**config.mk**
```make
export PLATFORM = sky130hd
export DESIGN_NAME = dq_rdlat_pipe
export DESIGN_NICKNAME = d
export VERILOG_FILES = /design/src/rtl/dq_rdlat_pipe.sv
export SDC_FILE = /design/constraint.sdc
export NUM_CORES = 1
export LEC_CHECK = 0
export BUFFER_PORTS_ARGS = -buffer_cell sky130_fd_sc_hd__buf_4
export CORE_MARGIN = 4
export CORE_UTILIZATION = 44
export DETAILED_ROUTE_END_ITERATION = 6
export PLACE_DENSITY = 0.75
export SLEW_MARGIN = 20
export SYNTH_ARGS = -nofsm -noshare
export SYNTH_HDL_FRONTEND = slang
export SYNTH_SLANG_ARGS = --single-unit
```
**constraint.sdc**
```tcl
create_clock -name clk -period 1.6 [get_ports clk]
set_clock_uncertainty 0.15 [all_clocks]
set_input_delay 0.08 -clock clk [delete_from_list [all_inputs] [get_ports clk]]
set_output_delay 0.08 -clock clk [all_outputs]
set_load 0.005 [all_outputs]
```
**src/rtl/dq_rdlat_pipe.sv**
```systemverilog
module dq_rdlat_pipe #(
  parameter int DW      = 16,
  parameter int MAX_LAT = 3
) (
  input  logic                           clk,
  input  logic                           rst_n,
  input  logic [$clog2(MAX_LAT+1)-1:0]   lat_sel,
  input  logic                           rd_vld,
  input  logic                           rd_first,
  input  logic [DW-1:0]                  rd_word,
  input  logic                           burst_stop,
  input  logic                           precharge,
  input  logic                           wr_vld,
  input  logic [DW-1:0]                  wr_word,
  input  logic                           dqm_hi,
  input  logic                           dqm_lo,
  output logic [DW-1:0]                  dq_out,
  output logic                           dq_oe_hi,
  output logic                           dq_oe_lo,
  output logic [DW-1:0]                  wr_data,
  output logic [1:0]                     wr_lane_en
);
  localparam int HB       = DW / 2;
  localparam int LW       = $clog2(MAX_LAT + 1);
  localparam int MASK_LAT = 2;
  localparam int PRE_OFF  = 3;

  logic [DW-1:0]      stg_d [MAX_LAT];
  logic [MAX_LAT-1:0] stg_v;
  logic               running;
  logic [MASK_LAT-1:0] mhi_sh, mlo_sh;
  logic [PRE_OFF-2:0] pc_sh;
  logic [LW-1:0]      lat_eff;
  logic               tap_v;
  logic [DW-1:0]      tap_d;

  wire flush_pc = pc_sh[PRE_OFF-2];
  wire take     = rd_vld & (rd_first | running) & ~burst_stop & ~wr_vld;

  always_ff @(posedge clk or negedge rst_n) begin
    if (!rst_n) begin
      running <= 1'b0;
      mhi_sh  <= '0;
      mlo_sh  <= '0;
      pc_sh   <= '0;
    end else begin
      if (wr_vld | burst_stop | precharge) running <= 1'b0;
      else if (rd_vld & rd_first)          running <= 1'b1;
      mhi_sh <= {mhi_sh[MASK_LAT-2:0], dqm_hi};
      mlo_sh <= {mlo_sh[MASK_LAT-2:0], dqm_lo};
      pc_sh  <= {pc_sh[PRE_OFF-3:0], precharge};
    end
  end

  always_ff @(posedge clk or negedge rst_n) begin
    if (!rst_n) begin
      stg_v <= '0;
      for (int k = 0; k < MAX_LAT; k++) stg_d[k] <= '0;
    end else begin
      stg_v[0] <= take;
      if (take) stg_d[0] <= rd_word;
      for (int k = 1; k < MAX_LAT; k++) begin
        stg_v[k] <= stg_v[k-1] & ~wr_vld & ~flush_pc;
        stg_d[k] <= stg_d[k-1];
      end
    end
  end

  always_comb begin
    lat_eff = lat_sel;
    if (lat_sel == '0)              lat_eff = LW'(1);
    else if (int'(lat_sel) > MAX_LAT) lat_eff = LW'(MAX_LAT);
    tap_v = 1'b0;
    tap_d = '0;
    for (int k = 0; k < MAX_LAT; k++) begin
      if (int'(lat_eff) == k + 1) begin
        tap_v = stg_v[k];
        tap_d = stg_d[k];
      end
    end
  end

  assign dq_oe_hi   = tap_v & ~mhi_sh[MASK_LAT-1];
  assign dq_oe_lo   = tap_v & ~mlo_sh[MASK_LAT-1];
  assign dq_out     = {dq_oe_hi ? tap_d[DW-1:HB] : {(DW-HB){1'b0}},
                       dq_oe_lo ? tap_d[HB-1:0]  : {HB{1'b0}}};
  assign wr_data    = wr_word;
  assign wr_lane_en = {wr_vld & ~dqm_hi, wr_vld & ~dqm_lo};
endmodule

```
==> results of run 1 <==
==> logic make-up (layout without fill, tap and decap cells) <==
family	Yosys count	count (layout)	synth area share
simple gates	24	24	0.05571
compound gates	19	21	0.06351
mux	33	33	0.1560
buf+inv	27	92	0.07855
flops	58	58	0.6462
==> critical path, delay by kind of cell (launching register included) <==
kind                   cells  cell delay (ns)
AOI/OAI and AO/OA          2             0.57
DFF                        1             0.38
buffers and inverters      1             0.14
muxes                      1             0.11
==> how the worst min path moves through the flow <==
stage                            from          end  slack (ns)
after floorplan                 rst_n    mhi_sh[0]       -0.37
after global routing      wr_word[12]  wr_data[12]        0.01
after detailed placement  wr_word[12]  wr_data[12]        0.01
final                      wr_word[8]   wr_data[8]        0.01
after CTS                 wr_word[12]  wr_data[12]        0.01
after global placement    wr_word[12]  wr_data[12]        0.01
==> sequential cells by signal, indices dropped and copies added (netlist names) <==
| signal | flops |
|---|---|
| mhi_sh | 2 |
| mlo_sh | 2 |
| pc_sh | 2 |
| running | 1 |
| stg_d | 48 |
| stg_v | 3 |
==> power breakdown <==
group | total, mW | switching, mW | internal, mW
clock network | 1.12 | 0.501 | 0.622
logic | 0.499 | 0.223 | 0.277
registers | 1.89 | 0.140 | 1.75
total | 3.51 | 0.865 | 2.65
==> cell usage in the layout (no fill, tap or decap), drive strengths merged <==
master	count
nor2b	2
dlygate4sd3	22
dfrtp	58
nor2	18
nor3b	2
clkbuf	15
nor4	1
a21oi	1
buf	52
nor4b	1
a211o	4
mux2i	17
mux2	16
a211oi	16
inv	2
dlymetal6s4s	1
==> per-layer routing <==
metal	vias to the layer above	share of wire
li1	680	-
met4	0	0.025
met2	48	0.50
met1	726	0.41
met5	-	0
met3	19	0.056
==> final cells by class <==
cell class / instances / area, sq um / share of cell area
Sequential cell: 58 / 1451 / 0.4589
Multi-Input combinational cell: 78 / 764.5 / 0.2417
Timing Repair Buffer: 77 / 696.9 / 0.2203
Clock buffer: 13 / 158.9 / 0.05024
Tap cell: 67 / 83.83 / 0.02650
Inverter: 2 / 7.507 / 0.002373
==> timing repair <==
| action | in CTS | in global routing |
|---|---|---|
| gates cloned | 2 | 2 |
| hold endpoints to repair | 81 | 0 |
| endpoints found under the setup margin | 18 | 34 |
| resized for setup | 24 | 6 |
| buffers inserted | 0 | 4 |
| hold buffers | 23 | 0 |
| pin swaps | 2 | 1 |
==> summary.md, run 1 <==
| Metric | Value |
|---|---|
| Result of the run | finished, violations left |
| Failing checks | setup timing |
| Die area | 0.006312 sq mm |
| Type of the worst setup path | reg -> out |
| Register-to-register path setup slack | 0.03 ns |
| Crit-path cells | mux2i_4 > a211o_4 > a211oi_4 > buf_4 |
| Hold WC Path Type | in -> out |
| Met3 track utilization from global routing | 0.05079 |
| P&R area growth vs syn | 40.84% |
| Commonest cells in the synthesized netlist | dfrtp_1, nor2_1, buf_4, mux2i_1 |
| Total half-perimeter wirelength after legalization and detailed placement | 2687 um |
| FF+latch count, synth | 58 |
| Static leakage | 1.449 nW |
| Layout Cells excl Fill | 295 |
| Buffer cell driving the clock tree root | clkbuf_8 |
| Period utilization | 1.096 |
| Critical Path Start | stg_v[1] |
| Number of global-route vias before repair | 1,565 |
| Reg clk slew, reported paths | 0.06 ns |
| Crit path largest cell delay | 0.39 ns |
| Setup repair after global routing missed its margin | yes |
| Slowest cell on the critical path | a211o_4 |
| Synthesized netlist net count | 204 |
| Cell area after layout | 0.003163 sq mm |
| Cells after DPL | 252 |
| Wire length per cell after detailed routing | 16.29 um |
| Number of clock sinks | 58 |
| Worst hold slack | 0.01000 ns |
| Transition time of the tightest slew-check pin | 0.7023 ns |
| Hold Fails Final Rpt | 0 |
| Number of synthesized flops with an enable pin | 0 |
| Max Freq | 570.5 MHz |
| Post-synth ARST share | 1.000 |
| Final Max Tran Viols | 0 |
| Boundary Pins | 79 |
| Sequential element share of the synthesized area | 0.6462 |
| Met2 track utilization from global routing | 0.2755 |
| Maximum fanout along the worst path | 5 |
| Netlist cell types | 16 |
| Required time of the critical path | 1.37 ns |
| Area fraction of the dominant cell type after synthesis | 0.6462 |
| Critical path endpoint | dq_out[14] |
| Drt total wl | 4805 um |
| Number of setup violations in the final report | 17 |
| Number of input and output port buffers inserted | 46 |
| Tot GR Track Use | 0.1674 |
| Vias | 1,473 |
| Rel. slew slack | 0.5318 |
| Number of max-cap violations | 0 |
| Number of buffers added by the clock tree synthesis step | 9 |
| Antenna violations before repair | 0 |
| Overall die height | 79.45 um |
| Setup ws final | -0.1529 ns |
| Top_reg_cell synth | dfrtp_1 |
| Cells on worst reg2reg path | 5 |
| Proportion of layout cells with a drive suffix above 1 | 0.4561 |
| Reg2reg start | running |
| Buffer levels on the longest clock path | 2 |
| Number of vias per cell | 4.993 |
| Deepest level of the CTS H-tree | 3 |
| Layout fillers | 354 |
| Maximum vdd drop | 0.7840 mV |
| Post-Place Cell Area | 0.002541 sq mm |
| Endpoint class of the critical path | primary output |
| Clock period minus worst slack | 1.753 ns |
| Endpoint of the worst register-to-register path | stg_d[45] |
| Starting density of the core | 0.4632 |
| Worst EP arrival | 1.52 ns |
| Cell area after synthesis | 0.002246 sq mm |
| Number of warnings reported in the yosys synthesis log | 0 |
| Peak-usage layer in the global routing report | met2 |
| Dominant cells by area after synthesis | dfrtp_1, mux2_2, mux2i_1 |
| Row cnt | 25 |
| Hold Path Cell Cnt | 0 |
| Weighted congestion at the end of routability-driven global placement | 0.6859 |
| Power density relative to cell area | 1111 mW/mm^2 |
| Total design power | 3.514 mW |
| Clock latency at the later pin of the worst-skew pair | 0.32 ns |
| Fraction of met1 tracks used by global routing | 0.1942 |
| Die width | 79.45 um |
| Total gr overflow | 0 |
| Post-Syn Instances | 161 |
| Net count, final | 269 |
| DRC errors left | 0 |
| ANT cells | 0 |
| First-pass iteration count of the detailed router | 4 |
| Fin util | 0.6524 |
| Dpl ws | 0.06260 ns |
| Pin count of the biggest net entering global routing | 59 |
| CTS tree | done |
| Area of the core | 0.004848 sq mm |
| Wire length of the first global-routing pass | 7783 um |
| Top cell type by total area after synthesis | dfrtp_1 |
| Avg Cell Area, Syn | 13.95 sq um |
| Final antenna-violating net count | 0 |
| Worst setup SP type | flop |
| Iteration-0 DRC Markers | 85 |
| Post-route setup TNS | -2.200 ns |
| Most common cell in the synthesized netlist | dfrtp_1 |
No activity file was read; power rests on OpenSTA's default activity.
==> inputs of run 2 (changes only) <==
REMOVE_ABC_BUFFERS = 1   (was not set)
==> run 2 against run 1 <==
Against the previous run:
- the flow still finishes with violations (setup timing)
- sequential share of layout area decreased by 0.31 points
- global-route usage grew 2.2 points
- final cell count is 0.34% higher
- die area is the same
- hold slack hardly changed
- clock power about the same
- register-to-register slack about the same
- clock-buffer cell count is 1 lower
- critical endpoint is now dq_out[15]
- largest cell class unchanged
==> summary.md, run 2 (same netlist as run 1, synthesis figures left out) <==
| Metric | Value |
|---|---|
| Reg clk slew, reported paths | 0.06 ns (about the same) |
| Total half-perimeter wirelength after legalization and detailed placement | 3147 um (was 2687 um) |
| Boundary Pins | 79 (unchanged) |
| Part of the power in combinational logic | 0.142 (about the same) |
| Buffer cell driving the clock tree root | clkbuf_8 (unchanged) |
| Die width | 79.45 um (unchanged) |
| Iteration-0 DRC Markers | 70 (was 85) |
| Area of all sequential standard cells | 0.001451 sq mm (unchanged) |
| Cells on worst reg2reg path | 5 (unchanged) |
| Pin count of the biggest net entering global routing | 37 (was 59) |
| Result of the run | finished, violations left (unchanged) |
| Transition time of the tightest slew-check pin | 0.3247 ns (was 0.7023 ns) |
| Number of buffers added by the clock tree synthesis step | 9 (unchanged) |
| Final Max Tran Viols | 0 (unchanged) |
| Maximum fanout along the worst path | 5 (unchanged) |
| Net switching power | 0.9035 mW (was 0.8645 mW) |
| Clock latency at the later pin of the worst-skew pair | 0.33 ns (was 0.32 ns) |
| Commonest cells after routing, fill and taps aside | dfrtp_1, buf_4, dlygate4sd3_1 (was dfrtp_1, buf_4, dlygate4sd3_1, nor2_1) |
| Number of setup violations in the final report | 18 (was 17) |
| Wire length per cell after detailed routing | 18.81 um (was 16.29 um) |
| Buffer levels on the longest clock path | 2 (unchanged) |
| P&R area growth vs syn | 41.78% (was 40.84%) |
| Switching fraction of total power | 0.2535 (was 0.2460) |
| Number of vias per cell | 5.064 (was 4.993) |
| Largest registers in the final layout | stg_d (48), stg_v (3) (unchanged) |
| Setup repair after global routing missed its margin | yes (unchanged) |
| Static leakage | 1.451 nW (was 1.449 nW) |
| Row cnt | 25 (unchanged) |
| Failing checks | setup timing (unchanged) |
| Number of clock sinks | 58 (unchanged) |
| Number of global-route vias before repair | 1,612 (was 1,565) |
| Deepest level of the CTS H-tree | 3 (unchanged) |
| Leading cell type in the layout, fill and taps excluded | dfrtp_1 (unchanged) |
| Area of the multi-input gates | 768.2 sq um (was 764.5 sq um) |
| Hold worst-path end | wr_data[12] (was wr_data[8]) |
| Reg2reg start | running (unchanged) |
| Cell area after layout | 0.003184 sq mm (was 0.003163 sq mm) |
| Power density relative to cell area | 1119 mW/mm^2 (was 1111 mW/mm^2) |
| Most flops, register | stg_d (unchanged) |
| Crit path largest cell delay | 0.40 ns (was 0.39 ns) |
| Register-to-register path setup slack | 0.04 ns (was 0.03 ns) |
| CTS tree | done (unchanged) |
| Type of the worst setup path | reg -> out (unchanged) |
| Period utilization | 1.122 (was 1.096) |
| ANT cells | 0 (unchanged) |
| Weighted congestion at the end of routability-driven global placement | 0.7141 (was 0.6859) |
| Number of input and output port buffers inserted | 46 (unchanged) |
| Die area | 0.006312 sq mm (unchanged) |
| Rel. slew slack | 0.7833 (was 0.5318) |
| Net count, final | 268 (was 269) |
| Drt total wl | 5568 um (was 4805 um) |
| Crit-path cells | mux2i_4 > a211o_4 > a211oi_2 > buf_4 (was mux2i_4 > a211o_4 > a211oi_4 > buf_4) |
| Overall die height | 79.45 um (unchanged) |
| Number of flip-flops in the largest register | 48 (unchanged) |
| Proportion of layout cells with a drive suffix above 1 | 0.4760 (was 0.4561) |
| Clock period minus worst slack | 1.796 ns (was 1.753 ns) |
| Max Freq | 556.8 MHz (was 570.5 MHz) |
| Tot GR Track Use | 0.1896 (was 0.1674) |
| Worst setup SP type | flop (unchanged) |
| Required time of the critical path | 1.37 ns (about the same) |
| Hold Fails Final Rpt | 0 (unchanged) |
| Fin util | 0.6568 (was 0.6524) |
| Area of the core | 0.004848 sq mm (unchanged) |
| Endpoint class of the critical path | primary output (unchanged) |
| Design internal power | 2.661 mW (was 2.650 mW) |
| Worst EP arrival | 1.57 ns (was 1.52 ns) |
| Part of the power in registers | 0.534 (was 0.538) |
| Total gr overflow | 0 (unchanged) |
| Endpoint of the worst register-to-register path | stg_d[32] (was stg_d[45]) |
| Wire length of the first global-routing pass | 8604 um (was 7783 um) |
| Setup ws final | -0.1958 ns (was -0.1529 ns) |
| First-pass iteration count of the detailed router | 4 (unchanged) |
| Layout fillers | 359 (was 354) |
| Final antenna-violating net count | 0 (unchanged) |
| DRC errors left | 0 (unchanged) |
| Startpoint of the worst hold path | wr_word[12] (was wr_word[8]) |
| Maximum vdd drop | 0.5806 mV (was 0.7840 mV) |
| Hold Path Cell Cnt | 0 (unchanged) |
| Antenna violations before repair | 0 (unchanged) |
| Hold WC Path Type | in -> out (unchanged) |
| Starting density of the core | 0.4632 (unchanged) |
| Post-Place Cell Area | 0.002561 sq mm (was 0.002541 sq mm) |
| Slowest cell on the critical path | a211o_4 (unchanged) |
| Clock power share | 0.324 (was 0.319) |
| Number of max-cap violations | 0 (unchanged) |
| Vias | 1,499 (was 1,473) |
| Critical Path Start | stg_v[1] (unchanged) |
run 2: area by class of cell:
type | instances | area share
flip-flops and latches | 58 | 0.4558
repair buffers | 76 | 0.2208
inverters | 2 | 0.002358
multi-input cells | 78 | 0.2413
clock buffers | 12 | 0.04872
clock inverters | 3 | 0.004715
well taps | 67 | 0.02633
run 2: stage by stage:
step	total power, mW	hold slack [ns]	setup TNS, ns	std cells	worst slack [ns]
2_1_floorplan	2.079	-0.3656	-1.926	136	-0.1204
3_3_place_gp	2.288	-0.1573	0	253	0.09319
3_5_place_dp	2.316	-0.1564	0	253	0.05604
4_1_cts	3.574	0.01005	-4.092	294	-0.2026
5_1_grt	3.769	0.01004	-3.886	296	-0.2798
6_report	3.564	0.01005	-2.530	296	-0.1958
run 2: routing by layer:
metal | routed length (um) | GRT usage | vias up | part of all wire
li1 | - | - | 677 | -
met2 | 2838 | 0.3105 | 71 | 0.51
met5 | 0 | 0 | - | 0
met3 | 420 | 0.08916 | 11 | 0.075
met4 | 110 | 0.06357 | 0 | 0.020
met1 | 2199 | 0.2184 | 740 | 0.39
run 2: worst max-delay path, delay by kind of cell, from the launching register on:
| family | cells | cell delay (ns) |
|---|---|---|
| AOI/OAI and AO/OA | 2 | 0.59 |
| buffers and inverters | 1 | 0.14 |
| DFF | 1 | 0.38 |
| muxes | 1 | 0.11 |
run 2: how the worst max path moves through the flow:
stage                     slack, ns    endpoint
final                         -0.20  dq_out[15]
after global routing          -0.28  dq_out[13]
after CTS                     -0.20  dq_out[13]
after detailed placement       0.06  dq_out[13]
after global placement         0.09  dq_out[13]
after floorplan               -0.12   stg_d[32]
run 2: power by group through the flow:
stage               Combinational [mW]  Sequential (mW)  Clock (mW)
floorplan                        0.206             1.87           0
global placement                 0.388             1.90           0
detailed placement               0.392             1.92           0
CTS                              0.488             1.90        1.19
global route                     0.560             1.94        1.27
finish                           0.508             1.90        1.15
run 2: repair_timing:
item | CTS | global route
resized for setup | 25 | 7
setup buffers | 1 | 1
pin swaps | 3 | 2
setup endpoints to repair | 18 | 34
gates cloned | 2 | 2
hold buffers | 23 | 1
endpoints found under the hold margin | 81 | 2
